[src/rtl/swc_pkg.sv]
`timescale 1ns/1ps
package swc_pkg;

  localparam int BYTE_W  = 8;
  localparam int WADDR_W = 16;

  // command bytes
  localparam logic [7:0] OPC_RD_AT   = 8'h03;
  localparam logic [7:0] OPC_RD_CUR  = 8'h06;
  localparam logic [7:0] OPC_WR_AT   = 8'h6C;
  localparam logic [7:0] OPC_WEN_SET = 8'h96;
  localparam logic [7:0] OPC_WEN_CLR = 8'h91;
  localparam logic [7:0] OPC_ST_RD   = 8'h05;
  localparam logic [7:0] OPC_ST_WR   = 8'h6E;
  localparam logic [7:0] OPC_FILL0   = 8'h6D;
  localparam logic [7:0] OPC_FILL1   = 8'h67;

  localparam logic [1:0] LINK_STBY = 2'd0;
  localparam logic [1:0] LINK_ACT  = 2'd1;
  localparam logic [1:0] LINK_IDLE = 2'd2;

  typedef enum logic [3:0] {
    PH_STBY, PH_HDR, PH_ADDR, PH_CMD, PH_AHI, PH_ALO,
    PH_RDAT, PH_WDAT, PH_WSR, PH_IDLE
  } phase_e;

  // how a command continues after its opcode byte
  typedef enum logic [2:0] {
    CK_BAD,      // unknown opcode
    CK_SINGLE,   // ends right after the opcode
    CK_ADDR,     // two word-address bytes follow
    CK_STREAM,   // read data follows at once
    CK_STAT_WR   // one status byte follows
  } cmd_kind_e;

  function automatic cmd_kind_e opc_kind(input logic [7:0] b);
    case (b)
      OPC_WEN_SET, OPC_WEN_CLR, OPC_FILL0, OPC_FILL1: return CK_SINGLE;
      OPC_RD_AT, OPC_WR_AT:                           return CK_ADDR;
      OPC_RD_CUR, OPC_ST_RD:                          return CK_STREAM;
      OPC_ST_WR:                                      return CK_STAT_WR;
      default:                                        return CK_BAD;
    endcase
  endfunction

  // commands refused while the array is being written
  function automatic logic opc_busy_blocked(input logic [7:0] b);
    return (b == OPC_RD_AT) || (b == OPC_RD_CUR) || (b == OPC_WR_AT) ||
           (b == OPC_ST_WR) || (b == OPC_FILL0)  || (b == OPC_FILL1);
  endfunction

  function automatic logic [1:0] link_of(input phase_e p);
    case (p)
      PH_STBY: return LINK_STBY;
      PH_IDLE: return LINK_IDLE;
      default: return LINK_ACT;
    endcase
  endfunction

endpackage

[src/rtl/swc_framer.sv]
`timescale 1ns/1ps
module swc_framer #(
  parameter int BW = 8
) (
  input  logic          clk,
  input  logic          rst_n,
  input  logic          clr,
  input  logic          en,
  input  logic          tx_mode,
  input  logic          bit_vld,
  input  logic          bit_in,
  input  logic [BW-1:0] rd_byte,
  output logic          ack_stb,
  output logic          ack_bit,
  output logic [BW-1:0] rx_byte,
  output logic          tx_en,
  output logic          tx_bit
);
  localparam int CNT_W = $clog2(BW + 1);
  localparam logic [CNT_W-1:0] ACK_SLOT = CNT_W'(BW);

  logic [CNT_W-1:0] cnt_q;
  logic [BW-1:0]    sr_q;
  logic [BW-1:0]    tx_sh;
  logic             slot_is_ack;

  assign slot_is_ack = (cnt_q == ACK_SLOT);

  always_ff @(posedge clk or negedge rst_n) begin
    if (!rst_n) begin
      cnt_q   <= '0;
      sr_q    <= '0;
      ack_stb <= 1'b0;
      ack_bit <= 1'b0;
    end else if (clr) begin
      cnt_q   <= '0;
      ack_stb <= 1'b0;
    end else begin
      ack_stb <= 1'b0;
      if (en && bit_vld) begin
        if (slot_is_ack) begin
          ack_stb <= 1'b1;
          ack_bit <= bit_in;
          cnt_q   <= '0;
        end else begin
          if (!tx_mode) sr_q <= {sr_q[BW-2:0], bit_in};
          cnt_q <= cnt_q + 1'b1;
        end
      end
    end
  end

  assign rx_byte = sr_q;
  assign tx_sh   = rd_byte << cnt_q;
  assign tx_bit  = tx_sh[BW-1];
  assign tx_en   = en && tx_mode && !slot_is_ack;

  // acknowledge strobe only follows a bit strobe
  assert_ack_after_bit_R13: assert property (@(posedge clk) disable iff (!rst_n)
    ack_stb |-> $past(bit_vld));
  // slot counter never passes the acknowledge slot
  assert_slot_range_R8: assert property (@(posedge clk) disable iff (!rst_n)
    cnt_q <= ACK_SLOT);

endmodule

[src/rtl/swc_decode.sv]
`timescale 1ns/1ps
module swc_decode
  import swc_pkg::*;
(
  input  logic [7:0] opc,
  input  logic       busy,
  output cmd_kind_e  kind,
  output logic       ok
);
  logic refused;

  assign kind    = opc_kind(opc);
  assign refused = busy && opc_busy_blocked(opc);
  assign ok      = (kind != CK_BAD) && !refused;
endmodule

[src/rtl/swc_ctl.sv]
`timescale 1ns/1ps
module swc_ctl
  import swc_pkg::*;
#(
  parameter logic [7:0] DEV_ADDR = 8'hA0
) (
  input  logic               clk,
  input  logic               rst_n,
  input  logic               phy_hdr,
  input  logic               phy_standby,
  input  logic               phy_miss,
  input  logic               ack_stb,
  input  logic               ack_bit,
  input  logic [7:0]         rx_byte,
  input  cmd_kind_e          dec_kind,
  input  logic               dec_ok,
  output phase_e             phase,
  output logic               fr_clr,
  output logic               fr_en,
  output logic               fr_tx,
  output logic               ack_req,
  output logic               ack_sak,
  output logic [7:0]         mc_op,
  output logic               mc_addr_vld,
  output logic [WADDR_W-1:0] mc_addr,
  output logic               mc_wbyte_vld,
  output logic [7:0]         mc_wbyte,
  output logic               mc_wstat,
  output logic               mc_rd_adv,
  output logic               mc_commit
);
  phase_e     ph_q, ph_d;
  logic [7:0] ahi_q;
  logic d_ack, d_sak, d_addr, d_wb, d_wst, d_adv, d_commit;
  logic d_op_ld, d_op_clr, d_ahi;
  logic ev_to_idle;   // named event: this cycle decides to go idle

  always_comb begin
    ph_d = ph_q;
    d_ack = 1'b0; d_sak = 1'b0; d_addr = 1'b0; d_wb = 1'b0; d_wst = 1'b0;
    d_adv = 1'b0; d_commit = 1'b0; d_op_ld = 1'b0; d_op_clr = 1'b0; d_ahi = 1'b0;
    if (phy_standby) begin
      ph_d = PH_STBY;
      d_op_clr = 1'b1;
    end else if (ph_q == PH_STBY) begin
      if (phy_hdr) begin
        ph_d = PH_HDR;
        d_op_clr = 1'b1;
      end
    end else if (ph_q == PH_IDLE) begin
      ph_d = PH_IDLE;
    end else if (phy_miss) begin
      ph_d = PH_IDLE;
    end else if (ack_stb) begin
      d_ack = 1'b1;
      case (ph_q)
        PH_HDR: ph_d = ack_bit ? PH_ADDR : PH_IDLE;
        PH_ADDR: begin
          if (rx_byte != DEV_ADDR) ph_d = PH_IDLE;
          else begin
            d_sak = 1'b1;
            ph_d  = ack_bit ? PH_CMD : PH_STBY;
          end
        end
        PH_CMD: begin
          d_op_ld = dec_ok;
          if (!dec_ok) ph_d = PH_IDLE;
          else if (dec_kind == CK_SINGLE) begin
            if (ack_bit) ph_d = PH_IDLE;
            else begin
              d_sak = 1'b1; d_commit = 1'b1; ph_d = PH_STBY;
            end
          end else if (!ack_bit) ph_d = PH_IDLE;
          else begin
            d_sak = 1'b1;
            case (dec_kind)
              CK_ADDR:   ph_d = PH_AHI;
              CK_STREAM: ph_d = PH_RDAT;
              default:   ph_d = PH_WSR;
            endcase
          end
        end
        PH_AHI: begin
          if (ack_bit) begin
            d_sak = 1'b1; d_ahi = 1'b1; ph_d = PH_ALO;
          end else ph_d = PH_IDLE;
        end
        PH_ALO: begin
          if (ack_bit) begin
            d_sak = 1'b1; d_addr = 1'b1;
            ph_d = (mc_op == OPC_WR_AT) ? PH_WDAT : PH_RDAT;
          end else ph_d = PH_IDLE;
        end
        PH_RDAT: begin
          d_sak = 1'b1;
          d_adv = (mc_op != OPC_ST_RD);
          ph_d  = ack_bit ? PH_RDAT : PH_STBY;
        end
        PH_WDAT: begin
          d_sak = 1'b1; d_wb = 1'b1;
          if (!ack_bit) begin
            d_commit = 1'b1; ph_d = PH_STBY;
          end
        end
        PH_WSR: begin
          if (ack_bit) ph_d = PH_IDLE;
          else begin
            d_sak = 1'b1; d_wb = 1'b1; d_wst = 1'b1; d_commit = 1'b1;
            ph_d = PH_STBY;
          end
        end
        default: ph_d = PH_IDLE;
      endcase
    end
  end

  assign ev_to_idle = (ph_d == PH_IDLE) && (ph_q != PH_IDLE);

  always_ff @(posedge clk or negedge rst_n) begin
    if (!rst_n) begin
      ph_q <= PH_STBY;
      ahi_q <= '0;
      ack_req <= 1'b0; ack_sak <= 1'b0;
      mc_op <= '0; mc_addr_vld <= 1'b0; mc_addr <= '0;
      mc_wbyte_vld <= 1'b0; mc_wbyte <= '0; mc_wstat <= 1'b0;
      mc_rd_adv <= 1'b0; mc_commit <= 1'b0;
    end else begin
      ph_q         <= ph_d;
      ack_req      <= d_ack;
      ack_sak      <= d_sak;
      mc_addr_vld  <= d_addr;
      mc_wbyte_vld <= d_wb;
      mc_wstat     <= d_wst;
      mc_rd_adv    <= d_adv;
      mc_commit    <= d_commit;
      if (d_ahi)  ahi_q <= rx_byte;
      if (d_addr) mc_addr <= {ahi_q, rx_byte};
      if (d_wb)   mc_wbyte <= rx_byte;
      if (d_op_clr)     mc_op <= '0;
      else if (d_op_ld) mc_op <= rx_byte;
    end
  end

  assign phase  = ph_q;
  assign fr_en  = (ph_q != PH_STBY) && (ph_q != PH_IDLE);
  assign fr_tx  = (ph_q == PH_RDAT);
  assign fr_clr = phy_standby || phy_miss || (phy_hdr && ph_q == PH_STBY);

  // acknowledge request lasts exactly one cycle
  assert_ack_one_cycle_R13: assert property (@(posedge clk) disable iff (!rst_n)
    ack_req |=> !ack_req);
  // acknowledge request comes one cycle after the framer's strobe
  assert_ack_timing_R13: assert property (@(posedge clk) disable iff (!rst_n)
    ack_req |-> $past(ack_stb));
  // idle is left only through a standby pulse
  assert_idle_holds_R12: assert property (@(posedge clk) disable iff (!rst_n)
    (ph_q == PH_IDLE && !phy_standby) |=> (ph_q == PH_IDLE));
  // NoSAK only after the header or on the way to idle
  assert_nosak_where_R2: assert property (@(posedge clk) disable iff (!rst_n)
    (ack_req && !ack_sak) |-> (ph_q == PH_ADDR || ph_q == PH_IDLE));
  // an acknowledge that sends the link idle is a NoSAK
  assert_idle_nosak_R11: assert property (@(posedge clk) disable iff (!rst_n)
    (ev_to_idle && d_ack) |=> (ack_req && !ack_sak));
  // a data byte strobe always comes with SAK
  assert_wbyte_sak_R9: assert property (@(posedge clk) disable iff (!rst_n)
    mc_wbyte_vld |-> (ack_req && ack_sak));
  // a commit leaves the link in standby
  assert_commit_standby_R6: assert property (@(posedge clk) disable iff (!rst_n)
    mc_commit |-> (ph_q == PH_STBY));

endmodule

[src/rtl/swc_seq.sv]
`timescale 1ns/1ps
module swc_seq
  import swc_pkg::*;
#(
  parameter logic [7:0] DEV_ADDR = 8'hA0
) (
  input  logic               clk,
  input  logic               rst_n,
  input  logic               phy_hdr,
  input  logic               phy_standby,
  input  logic               phy_miss,
  input  logic               phy_bit_vld,
  input  logic               phy_bit,
  input  logic               mem_busy,
  input  logic [BYTE_W-1:0]  mem_rdata,
  output logic               ack_req,
  output logic               ack_sak,
  output logic               tx_en,
  output logic               tx_bit,
  output logic [BYTE_W-1:0]  mc_op,
  output logic               mc_addr_vld,
  output logic [WADDR_W-1:0] mc_addr,
  output logic               mc_wbyte_vld,
  output logic [BYTE_W-1:0]  mc_wbyte,
  output logic               mc_wstat,
  output logic               mc_rd_adv,
  output logic               mc_commit,
  output logic [1:0]         link_state
);
  logic              fr_clr, fr_en, fr_tx;
  logic              ack_stb, ack_bit;
  logic [BYTE_W-1:0] rx_byte;
  cmd_kind_e         dec_kind;
  logic              dec_ok;
  phase_e            phase;

  swc_framer #(.BW(BYTE_W)) u_framer (
    .clk(clk), .rst_n(rst_n), .clr(fr_clr), .en(fr_en), .tx_mode(fr_tx),
    .bit_vld(phy_bit_vld), .bit_in(phy_bit), .rd_byte(mem_rdata),
    .ack_stb(ack_stb), .ack_bit(ack_bit), .rx_byte(rx_byte),
    .tx_en(tx_en), .tx_bit(tx_bit)
  );

  swc_decode u_decode (
    .opc(rx_byte), .busy(mem_busy), .kind(dec_kind), .ok(dec_ok)
  );

  swc_ctl #(.DEV_ADDR(DEV_ADDR)) u_ctl (
    .clk(clk), .rst_n(rst_n), .phy_hdr(phy_hdr), .phy_standby(phy_standby),
    .phy_miss(phy_miss), .ack_stb(ack_stb), .ack_bit(ack_bit),
    .rx_byte(rx_byte), .dec_kind(dec_kind), .dec_ok(dec_ok),
    .phase(phase), .fr_clr(fr_clr), .fr_en(fr_en), .fr_tx(fr_tx),
    .ack_req(ack_req), .ack_sak(ack_sak), .mc_op(mc_op),
    .mc_addr_vld(mc_addr_vld), .mc_addr(mc_addr),
    .mc_wbyte_vld(mc_wbyte_vld), .mc_wbyte(mc_wbyte), .mc_wstat(mc_wstat),
    .mc_rd_adv(mc_rd_adv), .mc_commit(mc_commit)
  );

  assign link_state = link_of(phase);

  // the link only reports the three defined states
  assert_link_code_R1: assert property (@(posedge clk) disable iff (!rst_n)
    link_state != 2'd3);

endmodule

[config.mk]
export PLATFORM = sky130hd
export DESIGN_NAME = swc_seq
export DESIGN_NICKNAME = d
export VERILOG_FILES = /design/src/rtl/swc_pkg.sv /design/src/rtl/swc_framer.sv /design/src/rtl/swc_decode.sv /design/src/rtl/swc_ctl.sv /design/src/rtl/swc_seq.sv
export SDC_FILE = /design/constraint.sdc
export NUM_CORES = 1
export LEC_CHECK = 0
export ABC_AREA = 1
export BUFFER_PORTS_ARGS = -buffer_cell sky130_fd_sc_hd__buf_2
export CORE_MARGIN = 5
export CORE_UTILIZATION = 57
export DETAILED_ROUTE_END_ITERATION = 10
export PLACE_DENSITY = 0.92
export SLEW_MARGIN = 20
export SYNTH_ARGS = -nofsm -noshare
export SYNTH_HDL_FRONTEND = slang
export SYNTH_HIERARCHICAL = 1
export SYNTH_SLANG_ARGS = --single-unit
[constraint.sdc]
create_clock -name clk -period 2.35 [get_ports clk]
set_clock_uncertainty 0.15 [all_clocks]
set_input_delay 0 -clock clk [delete_from_list [all_inputs] [get_ports clk]]
set_output_delay 0 -clock clk [all_outputs]
set_load 0.05 [all_outputs]
# Word-level counts from Yosys, hierarchy flattened
# Cells that the tools add are included.
[totals]
wordCells = 173
ff_bits = 65
[op_classes]
bitwise_logic = 3
n_shift = 1
n_reduce_logical = 31
add_sub_neg = 1
eq_ne = 28
mux = 93
[op_table]
columns = ["cell", "count"]
rows = [
  ["$mux W4", 18],
  ["$mux W1", 64],
  ["$eq A8 B7 Y1 const B", 5],
  ["$pmux W4 S8", 1],
  ["$eq A4 B3 Y1 const B", 4],
  ["$eq A8 B3 Y1 const B", 2],
  ["$eq A8 B8 Y1 const B", 2],
  ["$mux W8", 2],
  ["$eq A4 B4 Y1 const B", 3],
  ["$pmux W3 S4", 1],
  ["$reduce_or A2 Y1", 5],
  ["$eq A4 B2 Y1 const B", 2],
  ["$eq A8 B2 Y1 const B", 1],
  ["$ne A8 B3 Y1 const B", 1],
  ["$ne A8 B8 Y1 const B", 1],
  ["$pmux W4 S2", 1],
  ["$shl A8 B4 Y8", 1],
  ["$logic_and A1 B1 Y1", 7],
  ["$logic_or A1 B1 Y1", 7],
  ["$eq A3 B2 Y1 const B", 2],
  ["$ne A6 B4 Y1 const B", 1],
  ["$reduce_and A3 Y1", 2],
  ["$pmux W1 S5", 1],
  ["$reduce_bool A5 Y1", 1],
  ["other kinds (17)", 22],
]

# Longest topological paths before layout
[depth]
word_depth = 17
mapped_depth = 17
depth_no_buf = 17

# Cells and area by module
# Netlist, hierarchy kept.
[modules_own_cells]
columns = ["mod", "area_per_inst_um2", "cells_per_inst", "n_inst"]
rows = [
  ["swc_ctl", 2531.2, 308, 1],
  ["swc_framer", 792.0, 97, 1],
  ["swc_decode", 264.0, 57, 1],
  ["swc_seq", 36.3, 8, 1],
]

# Least setup slack after synthesis
# No wires, ideal clock.
[synth_timing]
path_type = "reg2out"
from = "register u_ctl.ph_q[2] (netlist: u_ctl/phase[2])"
to = "output port tx_en"
stages_incl_launch_ff = 8
path_buffers = 1
required_ns = 2.200
slack_ns = 0.166
t_arrival_ns = 2.034
cell_sequence = "dfrtp_1 -> inv_1 -> nor2_1 -> inv_1 -> nor3_1 -> buf_2 -> nand2_1 -> nor2_1"
[synth_rtl]
columns = ["element", "line_no", "text"]
rows = [
  ["start: declaration", "swc_ctl.sv:32", "phase_e ph_q, ph_d;"],
  ["start signal: assignment", "swc_ctl.sv:128", "ph_q <= ph_d;"],
  ["$eq A4 B3 Y1", "swc_ctl.sv:146", "assign fr_tx = (ph_q == PH_RDAT);"],
  ["named net fr_tx", "swc_seq.sv:30", "logic fr_clr, fr_en, fr_tx;"],
  ["$logic_and A1 B1 Y1 (2 in a row)", "swc_framer.sv:56", "assign tx_en = en && tx_mode && !slot_is_ack;"],
  ["end: declaration", "swc_seq.sv:18", "output logic tx_en,"],
]
# The timed path passes the listed nets, and every way through them passes these cells.

# Worst setup path after layout
[layout_timing]
from = "register u_framer.sr_q[4] (netlist: u_framer/rx_byte[4])"
to = "register u_ctl.ph_q[0] (netlist: u_ctl/phase[0])"
[layout_rtl]
columns = ["element", "line_no", "text"]
rows = [
  ["start: declaration", "swc_framer.sv:23", "logic [BW-1:0] sr_q;"],
  ["start signal: assignment", "swc_framer.sv:46", "if (!tx_mode) sr_q <= {sr_q[BW-2:0], bit_in};"],
  ["$eq A8 B8 Y1, or another cell as far along", "swc_pkg.sv:37", "case (b)"],
  ["$reduce_or A4 Y1 / $reduce_or A2 Y1 (equally long branches)", "swc_pkg.sv:37", ""],
  ["$pmux W3 S4 *", "swc_pkg.sv:37", ""],
  ["named net dec_kind[0]", "swc_seq.sv:33", "cmd_kind_e dec_kind;"],
  ["$eq A3 B1 Y1 / $reduce_bool A3 Y1 (equally long branches)", "swc_ctl.sv:68, swc_decode.sv:14", ""],
  ["$mux W4 / $logic_and A1 B1 Y1 (equally long branches)", "swc_ctl.sv:68, swc_decode.sv:14", ""],
  ["$mux W4 *", "swc_ctl.sv:67", "if (!dec_ok) ph_d = PH_IDLE;"],
  ["$pmux W4 S8 *", "swc_ctl.sv:56", "case (ph_q)"],
  ["$mux W4 *", "swc_ctl.sv:54", "end else if (ack_stb) begin"],
  ["$mux W4 *", "swc_ctl.sv:52", "end else if (phy_miss) begin"],
  ["$mux W4 *", "swc_ctl.sv:50", "end else if (ph_q == PH_IDLE) begin"],
  ["$mux W4 *", "swc_ctl.sv:45", "end else if (ph_q == PH_STBY) begin"],
  ["$mux W4 *", "swc_ctl.sv:42", "if (phy_standby) begin"],
]
# Mark *: on every way through the listed nets, which the timed path passes. The rest lies on a longest branch. The select of a mux whose other input is x is not followed.
# A chain may end at the register's enable or synchronous reset.

==> flow_summary_export.csv <==
group,metric,value,unit
floorplan,core_area,6280,µm²
placed_design,numPortBuffers,58,
hold_path,min_from,"phy_hdr",
clock_network,numClockSinks,65,
layout,area_delta_synth_final,20.0,%
logic_synthesis,yosysTopAreaCellShare,44.9,%
clock_network,cts_tree,"done",
worst_setup_path,cp_common_cell,"nand2_1",
worst_setup_path,r2r_start,"u_framer/rx_byte[4]",
worst_setup_path,cp-endpoint,"u_ctl/phase[0]",
timing,slew_violations,0,
worst_setup_path,critical_path_class,"reg -> reg",
routing,wire_per_inst,14.3,µm
routing,ant_nets,0,
worst_setup_path,r2r_end,"u_ctl/phase[0]",
timing,slew_headroom,65.3,%
pwr,swShare,42.6,%
clock_network,clock_path_buffers,2,
logic_synthesis,synth_area_per_cell,7.71,µm²
worst_setup_path,path_cells,"buf_4 > inv_1 > nand2_1 > nor2_2 > nand2_2 > nand3_2 > nand3_2 > inv_1 > ha_4 > o21ai_1 > nand3_1 > nor2_2 > nand2_1 > nand2_1 > nand2_1",
routing,drtIter0Drc,347,
timing,fmax,424,MHz
routing,wl,9010,µm
logic_synthesis,synth_fp_nets,489,
global_routing,grt_pass1_wl,14900,µm
pwr,p_int,1950,µW
floorplan,die_h,89.7,µm
worst_setup_path,critPathLaunchType,"flip-flop",
layout,multi_input_area,1750,µm²
worst_setup_path,crit_cells,15,
placed_design,place.gp.congestion,0.906,
layout,finalInstanceArea,4350,µm²
worst_setup_path,worstRegToRegCells,15,
worst_setup_path,endpoint_kind,"flip-flop",
flow_run,drv_cap,0,
placed_design,place_area,4020,µm²
routing,vias_per_cell,5.34,
layout,nFillCells,484,
clock_network,htreeDepth,3,
global_routing,grt_pass1_vias,3187,
logic_synthesis,yosys.area.top_type,"dfrtp_1",
worst_setup_path,required,2.44,ns
pwr,power_density,780,nW/µm²
worst_setup_path,critPathMaxStageDelay,0.44,ns
layout,layout-drive-gt1-share,31.9,%
logic_synthesis,synth_seq_cells,65,
floorplan,start_util,57.7,%
routing,drc,0,
global_routing,gr-total-overflow,0,
global_routing,grt_antenna_before_repair,0,
placed_design,hpwlAfterDp,6440,µm
global_routing,grt_usage,22.0,%
pwr,combPwrFrac,35.1,%
worst_setup_path,crit_family,"simple AND/OR/NAND/NOR gates",
layout,final_common_cell,"nand2_1",
worst_setup_path,path_buf_inv,3,
hold_path,hold_path.class,"in -> reg",
timing,fin_crit,2.36,ns
timing,hold_slack,0.0393,ns
pwr,clkPwrFrac,25.6,%
worst_setup_path,reg2reg_slack,-0.008,ns
pwr,sequentialPowerShare,39.3,%
layout,fin_nets,569,
timing,setup_viol,1,
clock_network,cts.reportedPaths.clkPinSlew,0.08,ns
worst_setup_path,critPathMaxFanout,5,
pwr,ir_worst_vdd,530,µV
outcome,status,"finished with violations",
worst_setup_path,crit_path_start,"u_framer/rx_byte[4]",
logic_synthesis,yosysWarnings,6,
logic_synthesis,synth-seq-area-share,44.9,%
layout,layout.cells.most_common_list,"nand2_1, dfrtp_1, buf_2",
floorplan,die_w,89.7,µm
logic_synthesis,ys_types,30,
clock_network,insertion_delay,0.34,ns
clock_network,cts_buffers,9,
floorplan,rows,29,
pwr,switchingPower,1440,µW
layout,seq_area,1630,µm²
floorplan,die_area,8050,µm²
layout,antennaDiodeCount,0,
layout,fin_util,69.3,%
pwr,p_leak,0.00246,µW
layout,instances_no_fill,632,
floorplan,io_pins,59,
logic_synthesis,synthCells,470,
timing,worst_slew_pin_slew,0.518,ns
routing,vias,3376,
worst_setup_path,crit_slowest_cell,"dfrtp_2",
worst_setup_path,arrival,2.45,ns
timing,period_share,100,%
timing,setup_ws,-0.00796,ns
routing,dr.pass1.iters,5,
outcome,violations,"setup timing",
placed_design,dp.cells,607,
timing,hold_violations,0,
logic_synthesis,yosys-top-cells-area,"dfrtp_1, nand2_1, o21ai_2",
clock_network,cts_root_buf,"clkbuf_8",
global_routing,grt_max_degree,28,
logic_synthesis,syn-cell-area,3620,µm²
-- cell type report --
class                   count  share of cell area, %
clock inverters             7                   1.21
multi-input cells         331                   40.2
repair buffers             77                   10.3
clock buffers               9                   2.85
inverters                  66                   5.70
well taps                  77                   2.22
flip-flops and latches     65                   37.6
-- worst min path at each step --
stage               cells past startpoint                to  slack, ns
finish                                  6    u_ctl/phase[3]       0.04
global route                            6    u_ctl/phase[3]       0.09
CTS                                     6    u_ctl/phase[3]       0.01
detailed placement                      1  u_ctl/mc_addr[7]      -0.25
global placement                        1  u_ctl/mc_addr[7]      -0.25
floorplan                               0     u_ctl/ack_req      -0.45
-- sequential cells by signal, indices dropped and copies added (netlist names), 4 cells and up --
name and flops:
u_ctl/ahi_q 8, u_ctl/mc_addr 16, u_ctl/mc_op 8, u_ctl/mc_wbyte 8
u_ctl/phase 4, u_framer/cnt_q 4, u_framer/rx_byte 8
-- layer usage --
metal / vias to the layer above / routed length [µm] / track usage, %
li1: 1614 / - / -
met1: 1565 / 3510 / 26.8
met2: 152 / 4580 / 37.7
met3: 45 / 615 / 4.67
met4: 0 / 299 / 9.07
met5: - / 0 / 0
-- timing repair --
item / in CTS / in global routing
gates cloned: 0 / 0
setup buffers: 0 / 3
pin swaps: 0 / 6
endpoints found under the hold margin: 79 / 0
setup endpoints to repair: 1 / 2
resized for setup: 1 / 23
hold buffers: 6 / 0
-- worst register-to-register path: stages (launching register included) --
cell and delay [ns]:
dfrtp_2 0.44, buf_4 0.17, inv_1 0.05, nand2_1 0.08
nor2_2 0.17, nand2_2 0.11, nand3_2 0.10, nand3_2 0.10
inv_1 0.11, ha_4 0.20, o21ai_1 0.17, nand3_1 0.13
nor2_2 0.10, nand2_1 0.06, nand2_1 0.06, nand2_1 0.05
-- power by group through the flow --
stage                     Combinational, µW  Clock, µW  Sequential (µW)
after CTS                              1070        875             1310
after floorplan                         793          0             1310
after detailed placement               1060          0             1330
after global placement                 1020          0             1310
after global routing                   1310        920             1350
final                                  1190        867             1330
-- Yosys cell counts --
master	count
a21oi_1	3
a21oi_2	1
and2_1	1
buf_2	2
buf_6	5
clkbuf_1	1
dfrtp_1	65
ha_1	3
inv_1	60
inv_2	6
nand2_1	166
nand2_2	8
nand2_4	7
nand3_1	22
nand3_2	2
nand4_1	6
nor2_1	42
nor2_2	10
nor2_4	2
nor2_8	1
nor3_1	3
nor3_2	1
nor3_4	1
o21a_1	1
o21ai_0	16
o21ai_1	1
o21ai_2	31
o22ai_1	1
xnor2_1	1
xor2_1	1
-- kinds of logic after synthesis --
logic type | after synthesis | synth area share [%]
AND/OR/NAND/NOR | 272 | 33.9
flip-flops | 65 | 44.9
XOR/XNOR | 2 | 0.484
AO/OA/AOI/OAI | 54 | 10.9
buffers and inverters | 74 | 8.77
adder cells (fa/ha/maj) | 3 | 1.04
-- per-stage QoR --
step / power (µW) / setup slack, ns / TNS [ns]
floorplan: 2100 / 0.166 / 0
global placement: 2340 / 0.134 / 0
detailed placement: 2390 / -0.0215 / -0.0215
CTS: 3250 / 0.00494 / 0
global route: 3580 / -0.168 / -0.168
finish: 3390 / -0.00796 / -0.00796
(Power assumes the default switching activity.)
